--- src/rtl/ind_bridge_pkg.sv ---
package ind_bridge_pkg;

    localparam int REG_W          = 64;
    localparam int BUS_AW         = 32;
    localparam int BUS_DW         = 32;
    localparam int CNT_W          = 4;
    localparam int MAX_BYTES      = 8;
    localparam int HOST_ACC_BYTES = 8;
    localparam int IDX_LSB        = 3;
    localparam int CTL_RD_BIT     = 48;
    localparam int CTL_CNT_LSB    = 56;
    localparam int STAT_DONE_BIT  = 11;
    localparam int STAT_RD_LSB    = 26;
    localparam int DATA_LSB       = REG_W - BUS_DW;

    typedef enum logic [1:0] {
        REG_CTL  = 2'd0,
        REG_RST  = 2'd1,
        REG_STAT = 2'd2,
        REG_DATA = 2'd3
    } reg_sel_e;

    typedef enum logic {
        XS_IDLE = 1'b0,
        XS_BUSY = 1'b1
    } xfer_state_e;

    typedef struct packed {
        logic              rd;
        logic              err;
        logic [BUS_DW-1:0] data;
    } cpl_t;

endpackage

--- src/rtl/ind_bridge_host_if.sv ---
module ind_bridge_host_if
    import ind_bridge_pkg::*;
#(
    parameter int ADDR_W = 12
) (
    input  logic              clk,
    input  logic              rst_n,
    input  logic              h_req,
    input  logic              h_we,
    input  logic [ADDR_W-1:0] h_addr,
    input  logic [CNT_W-1:0]  h_size,
    output logic              h_ready,
    output logic              h_rvalid,
    output logic [REG_W-1:0]  h_rdata,
    input  logic              busy,
    input  logic [REG_W-1:0]  stat_val,
    input  logic [BUS_DW-1:0] data_val,
    output logic              ctl_wr,
    output logic              data_wr,
    output logic              stat_rd
);

    reg_sel_e         sel;
    logic             size_ok;
    logic             is_ctl_wr;
    logic             acc;
    logic [REG_W-1:0] rd_mux;
    logic             unused_addr;

    assign sel         = reg_sel_e'(h_addr[IDX_LSB +: 2]);
    assign size_ok     = (h_size == CNT_W'(HOST_ACC_BYTES));
    assign is_ctl_wr   = h_req && h_we && size_ok && (sel == REG_CTL);
    assign unused_addr = ^{h_addr[ADDR_W-1:IDX_LSB+2], h_addr[IDX_LSB-1:0]};

    // Stall only a control write that would collide with an outstanding transfer
    assign h_ready = !(is_ctl_wr && busy);
    assign acc     = h_req && h_ready;

    assign ctl_wr  = acc && is_ctl_wr;
    assign data_wr = acc && h_we && size_ok && (sel == REG_DATA);
    assign stat_rd = acc && !h_we && size_ok && (sel == REG_STAT);

    always_comb begin
        rd_mux = '0;
        if (size_ok) begin
            unique case (sel)
                REG_CTL:  rd_mux = '0;
                REG_RST:  rd_mux = '0;
                REG_STAT: rd_mux = stat_val;
                REG_DATA: rd_mux = {data_val, {DATA_LSB{1'b0}}};
            endcase
        end
    end

    always_ff @(posedge clk) begin
        if (!rst_n) begin
            h_rvalid <= 1'b0;
            h_rdata  <= '0;
        end else begin
            h_rvalid <= acc && !h_we;
            if (acc && !h_we) begin
                h_rdata <= rd_mux;
            end
        end
    end

    p_bad_size_zero_r4: assert property (@(posedge clk) disable iff (!rst_n)
        (h_req && h_ready && !h_we && !size_ok) |=> (h_rdata == '0))
        else $error("bad-size read returned nonzero data");

endmodule

--- src/rtl/ind_bridge_xfer_fsm.sv ---
module ind_bridge_xfer_fsm
    import ind_bridge_pkg::*;
(
    input  logic              clk,
    input  logic              rst_n,
    input  logic              ctl_wr,
    input  logic [REG_W-1:0]  ctl_word,
    input  logic [BUS_DW-1:0] data_q,
    output logic              busy,
    output logic              m_req,
    output logic              m_we,
    output logic [BUS_AW-1:0] m_addr,
    output logic [CNT_W-1:0]  m_size,
    output logic [BUS_DW-1:0] m_wdata,
    input  logic              m_rsp,
    input  logic              m_err,
    input  logic [BUS_DW-1:0] m_rdata,
    output logic              cpl_valid,
    output cpl_t              cpl
);

    xfer_state_e       state_q;
    xfer_state_e       state_d;
    logic              req_rd;
    logic [CNT_W-1:0]  req_cnt;
    logic [BUS_AW-1:0] req_addr;
    logic              cnt_ok;
    logic              launch;
    logic              lat_rd;
    logic [CNT_W-1:0]  lat_cnt;
    logic [BUS_AW-1:0] lat_addr;
    logic [BUS_DW-1:0] lat_wdata;
    logic              unused_ctl;

    assign req_rd     = ctl_word[CTL_RD_BIT];
    assign req_cnt    = ctl_word[CTL_CNT_LSB +: CNT_W];
    assign req_addr   = ctl_word[BUS_AW-1:0];
    assign cnt_ok     = (req_cnt <= CNT_W'(MAX_BYTES));
    assign launch     = ctl_wr && cnt_ok;
    assign unused_ctl = ^{ctl_word[REG_W-1:CTL_CNT_LSB+CNT_W],
                          ctl_word[CTL_CNT_LSB-1:CTL_RD_BIT+1],
                          ctl_word[CTL_RD_BIT-1:BUS_AW]};

    // State register
    always_ff @(posedge clk) begin
        if (!rst_n) begin
            state_q <= XS_IDLE;
        end else begin
            state_q <= state_d;
        end
    end

    // Transitions: launch (IDLE->BUSY), complete (BUSY->IDLE)
    always_comb begin
        state_d = state_q;
        unique case (state_q)
            XS_IDLE: if (launch) state_d = XS_BUSY;
            XS_BUSY: if (m_rsp)  state_d = XS_IDLE;
        endcase
    end

    // Launch latch: fields frozen for the whole outstanding transfer
    always_ff @(posedge clk) begin
        if (!rst_n) begin
            lat_rd    <= 1'b0;
            lat_cnt   <= '0;
            lat_addr  <= '0;
            lat_wdata <= '0;
        end else if (launch && (state_q == XS_IDLE)) begin
            lat_rd    <= req_rd;
            lat_cnt   <= req_cnt;
            lat_addr  <= req_addr;
            lat_wdata <= data_q;
        end
    end

    // Outputs per state
    always_comb begin
        unique case (state_q)
            XS_IDLE: begin
                busy      = 1'b0;
                m_req     = 1'b0;
                cpl_valid = 1'b0;
            end
            XS_BUSY: begin
                busy      = 1'b1;
                m_req     = 1'b1;
                cpl_valid = m_rsp;
            end
        endcase
    end

    assign m_we     = !lat_rd;
    assign m_addr   = lat_addr;
    assign m_size   = lat_cnt;
    assign m_wdata  = lat_wdata;
    assign cpl.rd   = lat_rd;
    assign cpl.err  = m_err;
    assign cpl.data = m_rdata;

    p_launch_fields_r5: assert property (@(posedge clk) disable iff (!rst_n)
        (ctl_wr && !busy && cnt_ok) |=>
            (m_req && m_addr == $past(req_addr) && m_we == !$past(req_rd)
             && m_size == $past(req_cnt)))
        else $error("launched request fields mismatch");

    p_reject_r6: assert property (@(posedge clk) disable iff (!rst_n)
        (ctl_wr && !busy && !cnt_ok) |=> !m_req)
        else $error("oversized count raised a request");

    p_hold_r11: assert property (@(posedge clk) disable iff (!rst_n)
        (m_req && !m_rsp) |=>
            (m_req && $stable(m_addr) && $stable(m_we)
             && $stable(m_size) && $stable(m_wdata)))
        else $error("outstanding request changed before response");

endmodule

--- src/rtl/ind_bridge_status.sv ---
module ind_bridge_status
    import ind_bridge_pkg::*;
(
    input  logic             clk,
    input  logic             rst_n,
    input  logic             stat_rd,
    input  logic             cpl_valid,
    input  cpl_t             cpl,
    output logic [REG_W-1:0] stat_q
);

    localparam logic [REG_W-1:0] DONE_W = REG_W'(1) << STAT_DONE_BIT;

    logic [REG_W-1:0] stat_d;
    logic [BUS_DW-1:0] rd_field;

    assign rd_field = cpl.err ? {BUS_DW{1'b1}} : cpl.data;

    // Completion outranks the clear: a same-cycle read sees the old value
    always_comb begin
        stat_d = stat_q;
        if (cpl_valid) begin
            if (cpl.rd) begin
                stat_d = DONE_W | (REG_W'(rd_field) << STAT_RD_LSB);
            end else begin
                stat_d = DONE_W;
            end
        end else if (stat_rd) begin
            stat_d = '0;
        end
    end

    always_ff @(posedge clk) begin
        if (!rst_n) begin
            stat_q <= '0;
        end else begin
            stat_q <= stat_d;
        end
    end

    p_done_r9: assert property (@(posedge clk) disable iff (!rst_n)
        (cpl_valid && !cpl.rd) |=> (stat_q == DONE_W))
        else $error("write completion status wrong");

    p_fail_ones_r8: assert property (@(posedge clk) disable iff (!rst_n)
        (cpl_valid && cpl.rd && cpl.err) |=>
            (stat_q[STAT_DONE_BIT] && (&stat_q[STAT_RD_LSB +: BUS_DW])))
        else $error("failed read did not report all ones");

    p_clear_r10: assert property (@(posedge clk) disable iff (!rst_n)
        (stat_rd && !cpl_valid) |=> (stat_q == '0))
        else $error("status not cleared after read");

endmodule

--- src/rtl/ind_reg_bridge.sv ---
module ind_reg_bridge
    import ind_bridge_pkg::*;
#(
    parameter int ADDR_W = 12
) (
    input  logic              clk,
    input  logic              rst_n,
    input  logic              h_req,
    input  logic              h_we,
    input  logic [ADDR_W-1:0] h_addr,
    input  logic [3:0]        h_size,
    input  logic [63:0]       h_wdata,
    output logic              h_ready,
    output logic              h_rvalid,
    output logic [63:0]       h_rdata,
    output logic              m_req,
    output logic              m_we,
    output logic [31:0]       m_addr,
    output logic [3:0]        m_size,
    output logic [31:0]       m_wdata,
    input  logic              m_rsp,
    input  logic              m_err,
    input  logic [31:0]       m_rdata
);

    logic              busy;
    logic              ctl_wr;
    logic              data_wr;
    logic              stat_rd;
    logic              cpl_valid;
    cpl_t              cpl;
    logic [REG_W-1:0]  stat_q;
    logic [BUS_DW-1:0] data_q;

    ind_bridge_host_if #(.ADDR_W(ADDR_W)) host_i (
        .clk      (clk),
        .rst_n    (rst_n),
        .h_req    (h_req),
        .h_we     (h_we),
        .h_addr   (h_addr),
        .h_size   (h_size),
        .h_ready  (h_ready),
        .h_rvalid (h_rvalid),
        .h_rdata  (h_rdata),
        .busy     (busy),
        .stat_val (stat_q),
        .data_val (data_q),
        .ctl_wr   (ctl_wr),
        .data_wr  (data_wr),
        .stat_rd  (stat_rd)
    );

    // Data register: upper half of the host word
    always_ff @(posedge clk) begin
        if (!rst_n) begin
            data_q <= '0;
        end else if (data_wr) begin
            data_q <= h_wdata[REG_W-1:DATA_LSB];
        end
    end

    ind_bridge_xfer_fsm fsm_i (
        .clk       (clk),
        .rst_n     (rst_n),
        .ctl_wr    (ctl_wr),
        .ctl_word  (h_wdata),
        .data_q    (data_q),
        .busy      (busy),
        .m_req     (m_req),
        .m_we      (m_we),
        .m_addr    (m_addr),
        .m_size    (m_size),
        .m_wdata   (m_wdata),
        .m_rsp     (m_rsp),
        .m_err     (m_err),
        .m_rdata   (m_rdata),
        .cpl_valid (cpl_valid),
        .cpl       (cpl)
    );

    ind_bridge_status stat_i (
        .clk       (clk),
        .rst_n     (rst_n),
        .stat_rd   (stat_rd),
        .cpl_valid (cpl_valid),
        .cpl       (cpl),
        .stat_q    (stat_q)
    );

    p_stall_only_busy_r11: assert property (@(posedge clk) disable iff (!rst_n)
        (h_req && !h_ready) |-> m_req)
        else $error("host stalled with no transfer outstanding");

    p_idle_after_rsp_r11: assert property (@(posedge clk) disable iff (!rst_n)
        (m_req && m_rsp) |=> h_ready)
        else $error("host still stalled after response");

endmodule

--- config.mk ---
export PLATFORM = sky130hd
export DESIGN_NAME = ind_reg_bridge
export DESIGN_NICKNAME = d
export VERILOG_FILES = /design/src/rtl/ind_bridge_pkg.sv /design/src/rtl/ind_bridge_host_if.sv /design/src/rtl/ind_bridge_xfer_fsm.sv /design/src/rtl/ind_bridge_status.sv /design/src/rtl/ind_reg_bridge.sv
export SDC_FILE = /design/constraint.sdc
export NUM_CORES = 1
export LEC_CHECK = 0
export BUFFER_PORTS_ARGS = -buffer_cell sky130_fd_sc_hd__buf_2
export CAP_MARGIN = 30
export CORE_ASPECT_RATIO = 0.9
export CORE_UTILIZATION = 35
export CTS_BUF_LIST = sky130_fd_sc_hd__clkbuf_8
export CTS_CLUSTER_DIAMETER = 80
export DETAILED_ROUTE_END_ITERATION = 8
export PLACE_DENSITY = 0.64
export REMOVE_ABC_BUFFERS = 1
export SLEW_MARGIN = 20
export SYNTH_ARGS = -nofsm -noshare
export SYNTH_HDL_FRONTEND = slang
export SYNTH_SLANG_ARGS = --single-unit
--- constraint.sdc ---
create_clock -name clk -period 1.9 [get_ports clk]
set_input_delay 0.19 -clock clk [delete_from_list [all_inputs] [get_ports clk]]
set_output_delay 0.19 -clock clk [all_outputs]
set_load 0.03 [all_outputs]
==> impl_metrics.tcl, run 1 <==
set metrics [dict create \
    hold_viol 0 \
    synth_area_leaders "dfxtp_1 41%, nand3_1 6.9%, a41oi_1 6.8%, o221ai_1 6.4%, o21ai_0 5.7%" \
    cp-endpoint "h_ready" \
    worstRegToRegCells 5 \
    grt_pass1_wl_mm 44.9 \
    crit_chain "buf_2 > or4b_4 > buf_4 > nor2_4 > buf_12 > nand2_1 > buf_2" \
    slowest_stage "or4b_4" \
    fmax_mhz 557 \
    track_usage_pct 22.7 \
    fill_cells 2353 \
    clk_pin_slew_worst_paths_ps 120 \
    die_area_mm2 0.0252 \
    yosysWarningCount 0 \
    hp-class "in -> reg" \
    drt_iter0_markers 813 \
    cp_top_family "simple AND/OR/NAND/NOR gates" \
    utilization_pct 46.2 \
    cp-start-kind "input port" \
    drc_errors 0 \
    critical_path_class "in -> out" \
    cp.required_ps 1710 \
    worstMarginPinSlew_ps 637 \
    ys_ff_latch 175 \
    routed_via_density 5.60 \
    cp_slowest_stage_delay_ps 530 \
    clock-sinks 175 \
    cp_common_cell "buf_2" \
    drive_gt1_share_pct 27.0 \
    r2r_slack_ps 300 \
    die_w_um 167 \
    clk_path_buf_depth 2 \
    grt-ovfl-total 0 \
    tns_ps 0 \
    synth-simple-area-share_pct 19.7 \
    synthAdderAreaFrac_pct 0 \
    dp_cells 1478 \
    muxShareOfSynthArea_pct 3.41 \
    syn_area_per_cell_um2 8.36 \
    antenna_found_initial 1 \
    grt_start_max_net_pins 92 \
    clock_latency_ps 480 \
    seq_area_frac_synth_pct 40.8 \
    finClkSkew_ps 18.2 \
    area_growth_pct 29.9 \
    holdWs_ps 30.1 \
    cts_buffers 17 \
    cp.buffers_inverters 4 \
    synth_top_family_by_area "compound AO/OA/AOI/OAI gates" \
    status "finished clean" \
    h-tree-depth 4 \
    period_needed_ps 1790 \
    routed-via-count 8843 \
    cts_tree "built" \
    stdcell_count 1578 \
    fin_nets 1374 \
    synth_edf_count 0 \
    endpoint_kind "output port" \
    drv_cap 0 \
    dieHeight_um 151 \
    root_buffer "clkbuf_8" \
    p_per_area_mw_per_mm2 639 \
    arrival_ps 1600 \
    yosysUniqueCellTypes 41 \
    drv_slew 0 \
    wire_per_inst_um 18.4 \
    finalCritPeriodShare_pct 94.5 \
    slew_headroom_pct 57.6 \
    ctsResizeCount 0 \
    coreArea_mm2 0.0242 \
    power.total_uw 7140 \
    drt_wl_total_mm 29.0 \
    rsz0062_at_grt "false" \
    synth_top_area_share_pct 40.8 \
    synth_area_mm2 0.00860 \
    hpwl_mm 18.3 \
    synth-compound-area-share_pct 26.5 \
    synth-xor-area-share_pct 0 \
    portBuffers 218 \
    hold_buffers 67 \
    cts_setup_buffers 0 \
    rr_startpoint "fsm_i.state_q" \
    synth_cells 1028 \
    setup_viol 0 \
    yosysTopAreaCell "dfxtp_1" \
    total_leakage_power_uw 0.00450 \
    critical_path.startpoint "h_size[0]" \
    ys_async_sr_fraction_pct 0 \
    gp_congestion 0.780 \
    ir_drop_uv 429 \
    num_rows 54 \
    synth-main-ff-cell "dfxtp_1" \
    io-pin-count 254 \
    reg2reg_to "stat_i.stat_q[47]" \
    start_util_pct 35.5 \
    grt_pass1_vias 7958 \
    path_max_fanout 17 \
    ant_nets 0 \
    crit_cells 7 \
    drt_pre_antenna_iters 6 \
]
==> registers in the layout, indices dropped and copies added (netlist names), 4 cells and up <==
name and cells:
data_q 32, fsm_i.m_wdata 32, host_i.h_rdata 39, stat_i.stat_q 33, fsm_i.m_size 4, fsm_i.m_addr 32
==> worst min-delay path, cell delays in order <==
cell and delay [ps]:
buf_2 140, nand4_1 70, o21ai_0 70
==> cell type report <==
cell class                 instances  area (um2)  area share, %
clock inverter                    15         171           1.54
antenna                            1        2.50         0.0224
tap                              308         385           3.45
timing repair buffer             338        2330           20.9
clock buffer                      17         234           2.10
inverter                          34         128           1.14
multi-input combinational        690        4410           39.5
sequential                       175        3500           31.4
==> layout by cell type (no fill, tap or decap), drive strengths merged, types with 3 or more instances in the layout <==
master and n:
a21boi 56, a41oi 67, and3 67, buf 271, clkbuf 17, clkinv 9, conb 25, dfxtp 175
dlygate4sd3 67, inv 40, mux2 26, nand2 96, nand3 118, nand4 30, nor4 4, o211ai 3
o21ai 101, o221ai 64, o311ai 3, o31ai 9
==> worst min-delay path by stage <==
| stage | from | end | slack (ps) | depth (start not counted) |
|---|---|---|---|---|
| 2_1_floorplan | h_addr[3] | host_i.h_rdata[26] | 290 | 1 |
| 3_3_place_gp | m_rdata[4] | stat_i.stat_q[30] | 410 | 3 |
| 3_5_place_dp | m_rdata[12] | stat_i.stat_q[38] | 410 | 3 |
| 4_1_cts | h_wdata[3] | fsm_i.m_addr[3] | 0.8 | 3 |
| 5_1_grt | h_wdata[19] | fsm_i.m_addr[19] | 0.5 | 3 |
| 6_report | h_wdata[58] | data_q[26] | 30 | 3 |
==> synthesized netlist by cell type (all sizes together), types with 3 or more instances <==
library cell	number
and3	67
nor4	4
o311ai	3
clkbuf	112
nand2	96
mux2	26
dfxtp	175
o221ai	64
o21ai	101
buf	41
inv	34
o211ai	3
nand4	30
nand3	118
a21boi	56
o31ai	9
a41oi	67
==> layer usage <==
metal	track usage, %	part of all wire, %	vias to the layer above
met5	0	0	-
met4	6.93	1.8	0
met3	5.21	7.4	30
met2	35.7	45	360
met1	30.9	46	4178
li1	-	-	4275
==> metrics by stage <==
| stage | cell area (um2) | setup WS [ps] |
|---|---|---|
| floorplan | 7990 | -2490 |
| global placement | 10100 | -51.6 |
| detailed placement | 10100 | -94.2 |
| CTS | 11200 | 106 |
| global route | 11200 | 59.6 |
| finish | 11200 | 105 |
==> logic make-up (layout without fill, tap and decap cells) <==
group,after synthesis,after routing
other cells,1,26
simple gates,329,329
buf+inv,187,404
flops,175,175
mux,26,26
compound gates,310,310
==> report_power, final <==
group / internal, uW / switching (uW) / total, uW
Clock: 1000 / 1690 / 2690
Combinational: 290 / 486 / 776
Sequential: 3670 / 3.60 / 3670
Note: power is estimated with default switching activity, not from simulation.
==> run 2: changes to the inputs <==
Settings changed: ABC_AREA set to 1, PLACE_DENSITY 0.64 to 0.65.
==> impl_metrics.tcl, run 2 <==
set metrics [dict create \
    status "finished clean" \
    ys_ff_latch 175 \
    gp_congestion 0.763 \
    cp-start-kind "input port" \
    cts_setup_buffers 0 \
    fill_cells 2141 \
    endpoint_kind "flop" \
    cp.required_ps 2300 \
    drt_wl_total_mm 21.5 \
    diodes 0 \
    drv_slew 0 \
    path_max_fanout 69 \
    cts_buffers 17 \
    portBuffers 218 \
    p_per_area_mw_per_mm2 729 \
    grt_start_max_net_pins 75 \
    ys_async_sr_fraction_pct 0 \
    h-tree-depth 4 \
    setup_viol 0 \
    clock-sinks 175 \
    clk_path_buf_depth 2 \
    largestRegisters "host_i.h_rdata x39, stat_i.stat_q x33" \
    cts_tree "built" \
    grt_pass1_vias 6568 \
    hp-class "in -> reg" \
    synth_cells 1027 \
    hpwl_mm 13.3 \
    ir_drop_uv 412 \
    io-pin-count 254 \
    drt_iter0_markers 415 \
    hold_viol 0 \
    hold_buffers 40 \
    grtUsageMet3_pct 4.69 \
    yosysWarningCount 0 \
    synth-main-ff-cell "dfxtp_1" \
    antenna_found_initial 0 \
    tns_ps 0 \
    yosysTopAreaCell "dfxtp_1" \
    synth_area_mm2 0.00730 \
    fmax_mhz 629 \
    total_leakage_power_uw 0.00419 \
    ant_nets 0 \
    slew_headroom_pct 44.9 \
    stdcell_count 1518 \
    largest_register_ffs 39 \
    netlist_top_cells_count "209 x nor2_1, 175 x dfxtp_1, 160 x nand2_1" \
    utilization_pct 46.0 \
    coreArea_mm2 0.0202 \
    rsz0062_at_grt "false" \
    ctsResizeCount 0 \
    die_area_mm2 0.0214 \
    drive_gt1_share_pct 22.6 \
    worstMarginPinSlew_ps 825 \
    dieHeight_um 139 \
    track_usage_pct 20.2 \
    area_growth_pct 27.3 \
    die_w_um 154 \
    dp_cells 1447 \
    grt-ovfl-total 0 \
    synth_most_common_cell "nor2_1" \
    period_needed_ps 1590 \
    wire_per_inst_um 14.2 \
    drt_pre_antenna_iters 6 \
    layout_common_cells "217 x buf_2, 207 x nor2_1, 175 x dfxtp_1" \
    synth_top_area_share_pct 48.0 \
    finalCritPeriodShare_pct 83.6 \
    routed_via_density 4.71 \
    seq_area_frac_synth_pct 48.0 \
    critical_path_class "in -> reg" \
    grt_pass1_wl_mm 34.2 \
    multi_input_area_mm2 0.00307 \
    top_usage_layer "met2" \
    yosysUniqueCellTypes 22 \
    synth_edf_count 0 \
    fin_nets 1369 \
    drv_cap 0 \
    start_util_pct 36.1 \
    finClkSkew_ps 11.6 \
    drc_errors 0 \
    syn_area_per_cell_um2 7.11 \
    arrival_ps 1990 \
    regMostFlops "host_i.h_rdata" \
    use_met1_pct 25.7 \
    root_buffer "clkbuf_8" \
    final_common_cell "buf_2" \
    routed-via-count 7147 \
    gr-usage-met2_pct 34.3 \
    clk_pin_slew_worst_paths_ps 90 \
    num_rows 49 \
    clock_latency_ps 450 \
    final-seq-area_mm2 0.00350 \
    synth_area_leaders "dfxtp_1 48%, nor2_1 11%, nand3_1 8.7%, nand2_1 8.2%, o21ai_0 5.3%" \
]
==> run 2: worst paths after layout <==
kind | from | to | cells after the start | slack [ps]
worst max-delay path | h_wdata[57] | fsm_i.m_addr[7] | 10 | 310
worst min-delay path | m_rdata[3] | stat_i.stat_q[29] | 3 | 40
worst max register to register | fsm_i.state_q | fsm_i.m_wdata[21] | 7 | 500
worst min register to register | host_i.h_rdata[35] | host_i.h_rdata[35] | 2 | 460
==> run 2: routing by layer <==
| metal | part of all wire, % | up-vias |
|---|---|---|
| met1 | 45 | 3245 |
| li1 | - | 3645 |
| met5 | 0 | - |
| met2 | 48 | 235 |
| met4 | 0.96 | 0 |
| met3 | 5.9 | 22 |
==> run 2: cells by family (layout without fill, tap and decap cells) <==
group | Yosys count | count (layout) | synth area share [%]
other | 1 | 25 | 0.0513
AOI/OAI and AO/OA | 164 | 164 | 11.3
buffers and inverters | 181 | 393 | 11.6
and+or+nand+nor | 506 | 506 | 29.1
DFF | 175 | 175 | 48.0
==> run 2: through the flow <==
stage               setup slack [ps]  hold WS, ps  power, uW  cell area, um2
finish                           311         36.1       6780            9300
global route                     241         12.0       7070            9300
CTS                              325         3.28       6860            9300
detailed placement               287          417       4240            8520
global placement                 310          413       4240            8520
floorplan                       -543          311       3970            6860
==> run 2: worst max-delay path: stages <==
cell,delay (ps)
dlygate4sd3_1,530
buf_2,140
nor2_1,150
nand2_1,140
nand2_1,80
nand2_1,80
nor2_4,130
buf_12,310
nor2_1,80
nor2_1,110
==> run 2: cell type report <==
cell class | count | area share [%]
clock buffers | 20 | 2.96
clock inverters | 11 | 1.14
inverters | 84 | 3.39
multi-input cells | 695 | 33.0
flip-flops and latches | 175 | 37.7
well taps | 255 | 3.43
repair buffers | 278 | 18.4
==> run 2: where the power goes <==
group	switching (uW)	internal [uW]
Combinational	345	196
Clock	1410	1150
Sequential	2.50	3670
Total	1760	5010
==> run 3: changes to the inputs <==
Settings changed: PLACE_DENSITY 0.65 to 0.68.
Clock period 1.9 ns to 1.29 ns, I/O delays scaled along.
==> impl_metrics.tcl, run 3 (synthesis gave the netlist of run 2 again) <==
set metrics [dict create \
    status "finished, violations left" \
    violations "negative setup slack" \
    cp-start-kind "flop" \
    hp-class "in -> reg" \
    diodes 0 \
    antenna_found_initial 0 \
    hpwl_mm 14.9 \
    total_leakage_power_uw 0.00469 \
    num_rows 49 \
    largestRegisters "host_i.h_rdata x39, stat_i.stat_q x33" \
    ir_drop_uv 479 \
    worstMarginPinSlew_ps 627 \
    p_per_area_mw_per_mm2 973 \
    rr_startpoint "fsm_i.state_q" \
    slew_headroom_pct 58.2 \
    holdWs_ps 7.55 \
    drc_errors 0 \
    drv_slew 0 \
    reg2reg_to "stat_i.stat_q[46]" \
    clk_pin_slew_worst_paths_ps 90 \
    h-tree-depth 4 \
    critical_path_class "reg -> reg" \
    final_common_cell "buf_2" \
    critical_path.startpoint "fsm_i.state_q" \
    io-pin-count 254 \
    rsz0062_at_grt "true" \
    cts_buffers 17 \
    die_w_um 154 \
    path_max_fanout 11 \
    clock-sinks 175 \
    arrival_ps 1720 \
    cp.required_ps 1670 \
    drive_gt1_share_pct 24.1 \
    finClkSkew_ps 9.83 \
    finalCritPeriodShare_pct 103 \
    grt_pass1_vias 7156 \
    layout_common_cells "216 x buf_2, 206 x nor2_1, 174 x dfxtp_1" \
    grt-ovfl-total 0 \
    drt_pre_antenna_iters 6 \
    drt_iter0_markers 584 \
    grt_start_max_net_pins 75 \
    cp-endpoint "stat_i.stat_q[46]" \
    regMostFlops "host_i.h_rdata" \
    fin_nets 1462 \
    gp_congestion 0.762 \
    dieHeight_um 139 \
    area_growth_pct 42.5 \
    drv_cap 0 \
    fmax_mhz 752 \
    hold_viol 0 \
    endpoint_kind "flop" \
    die_area_mm2 0.0214 \
    dp_cells 1471 \
    cts_tree "built" \
    coreArea_mm2 0.0202 \
    wire_per_inst_um 15.4 \
    root_buffer "clkbuf_8" \
    grt_pass1_wl_mm 36.7 \
    worstRegToRegCells 7 \
    start_util_pct 36.1 \
    utilization_pct 51.4 \
    stdcell_count 1610 \
    track_usage_pct 21.7 \
    routed-via-count 7725 \
    ant_nets 0 \
    period_needed_ps 1330 \
    setup_viol 15 \
    routed_via_density 4.80 \
    largest_register_ffs 39 \
    r2r_slack_ps -40 \
    drt_wl_total_mm 24.8 \
    layout_setup_ws_ps -40.4 \
    portBuffers 218 \
    clock_latency_ps 440 \
    clk_path_buf_depth 2 \
]
run 3: cell types whose count changed in the layout (fill, tap and decap cells not counted), moves of 2 or more:
cell,previous run,this run
clkinv_4,3,1
o21ai_0,78,75
buf_12,5,14
buf_6,0,5
buf_4,16,33
o21ai_1,12,15
clkbuf_16,0,6
dlygate4sd3_1,40,95
run 3: worst min path at each step:
| stage | cells past startpoint | slack (ps) | endpoint | from |
|---|---|---|---|---|
| 2_1_floorplan | 2 | 250 | fsm_i.lat_rd | rst_n |
| 3_3_place_gp | 3 | 360 | data_q[19] | h_wdata[51] |
| 3_5_place_dp | 3 | 360 | data_q[14] | h_wdata[46] |
| 4_1_cts | 4 | 0.4 | data_q[24] | h_wdata[56] |
| 5_1_grt | 4 | 40 | data_q[24] | h_wdata[56] |
| 6_report | 3 | 8 | stat_i.stat_q[44] | m_rdata[18] |
run 3: worst max-delay path, cell delays in order (launching register included):
cell,delay (ps)
dfxtp_2,340
buf_4,150
nand2_8,70
nor2_4,150
buf_6,140
clkbuf_16,160
o21ai_0,90
a21oi_1,160
run 3: report_power, final:
| group | internal, uW | switching, uW | leakage, uW |
|---|---|---|---|
| clock network | 1660 | 1990 | 0.000190 |
| registers | 5400 | 3.78 | 0.00141 |
| logic | 485 | 583 | 0.00309 |
run 3: cell type report:
cell class,count,area (um2)
fillers,1954,9820
multi-input cells,695,3100
inverters,84,315
repair buffers,371,2810
flip-flops and latches,175,3500
clock buffers,20,275
clock inverters,10,88.8
well taps,255,319
run 3: metal layers:
layer / global-route usage [%] / wire length (um)
met1: 26.5 / 10500
met2: 38.5 / 12100
met3: 5.38 / 1990
met4: 4.38 / 196
met5: 0 / 0
run 3: stage by stage:
| stage | worst slack, ps | TNS (ps) | total power, uW | area (um2) |
|---|---|---|---|---|
| floorplan | -1150 | -169300 | 5850 | 6860 |
| global placement | -95.5 | -6490 | 6290 | 8790 |
| detailed placement | -117 | -8210 | 6290 | 8790 |
| CTS | -64.3 | -2580 | 10200 | 10100 |
| global route | -98.6 | -6020 | 10600 | 10400 |
| finish | -40.4 | -278 | 10100 | 10400 |
run 3: timing repair:
| action | in CTS | in global routing |
|---|---|---|
| cloned | 0 | 9 |
| pin swaps | 1 | 31 |
| resized for setup | 2 | 18 |
| buffers inserted | 0 | 5 |
| endpoints found under the setup margin | 75 | 103 |
| hold buffers | 95 | 0 |
| endpoints found under the hold margin | 95 | 0 |
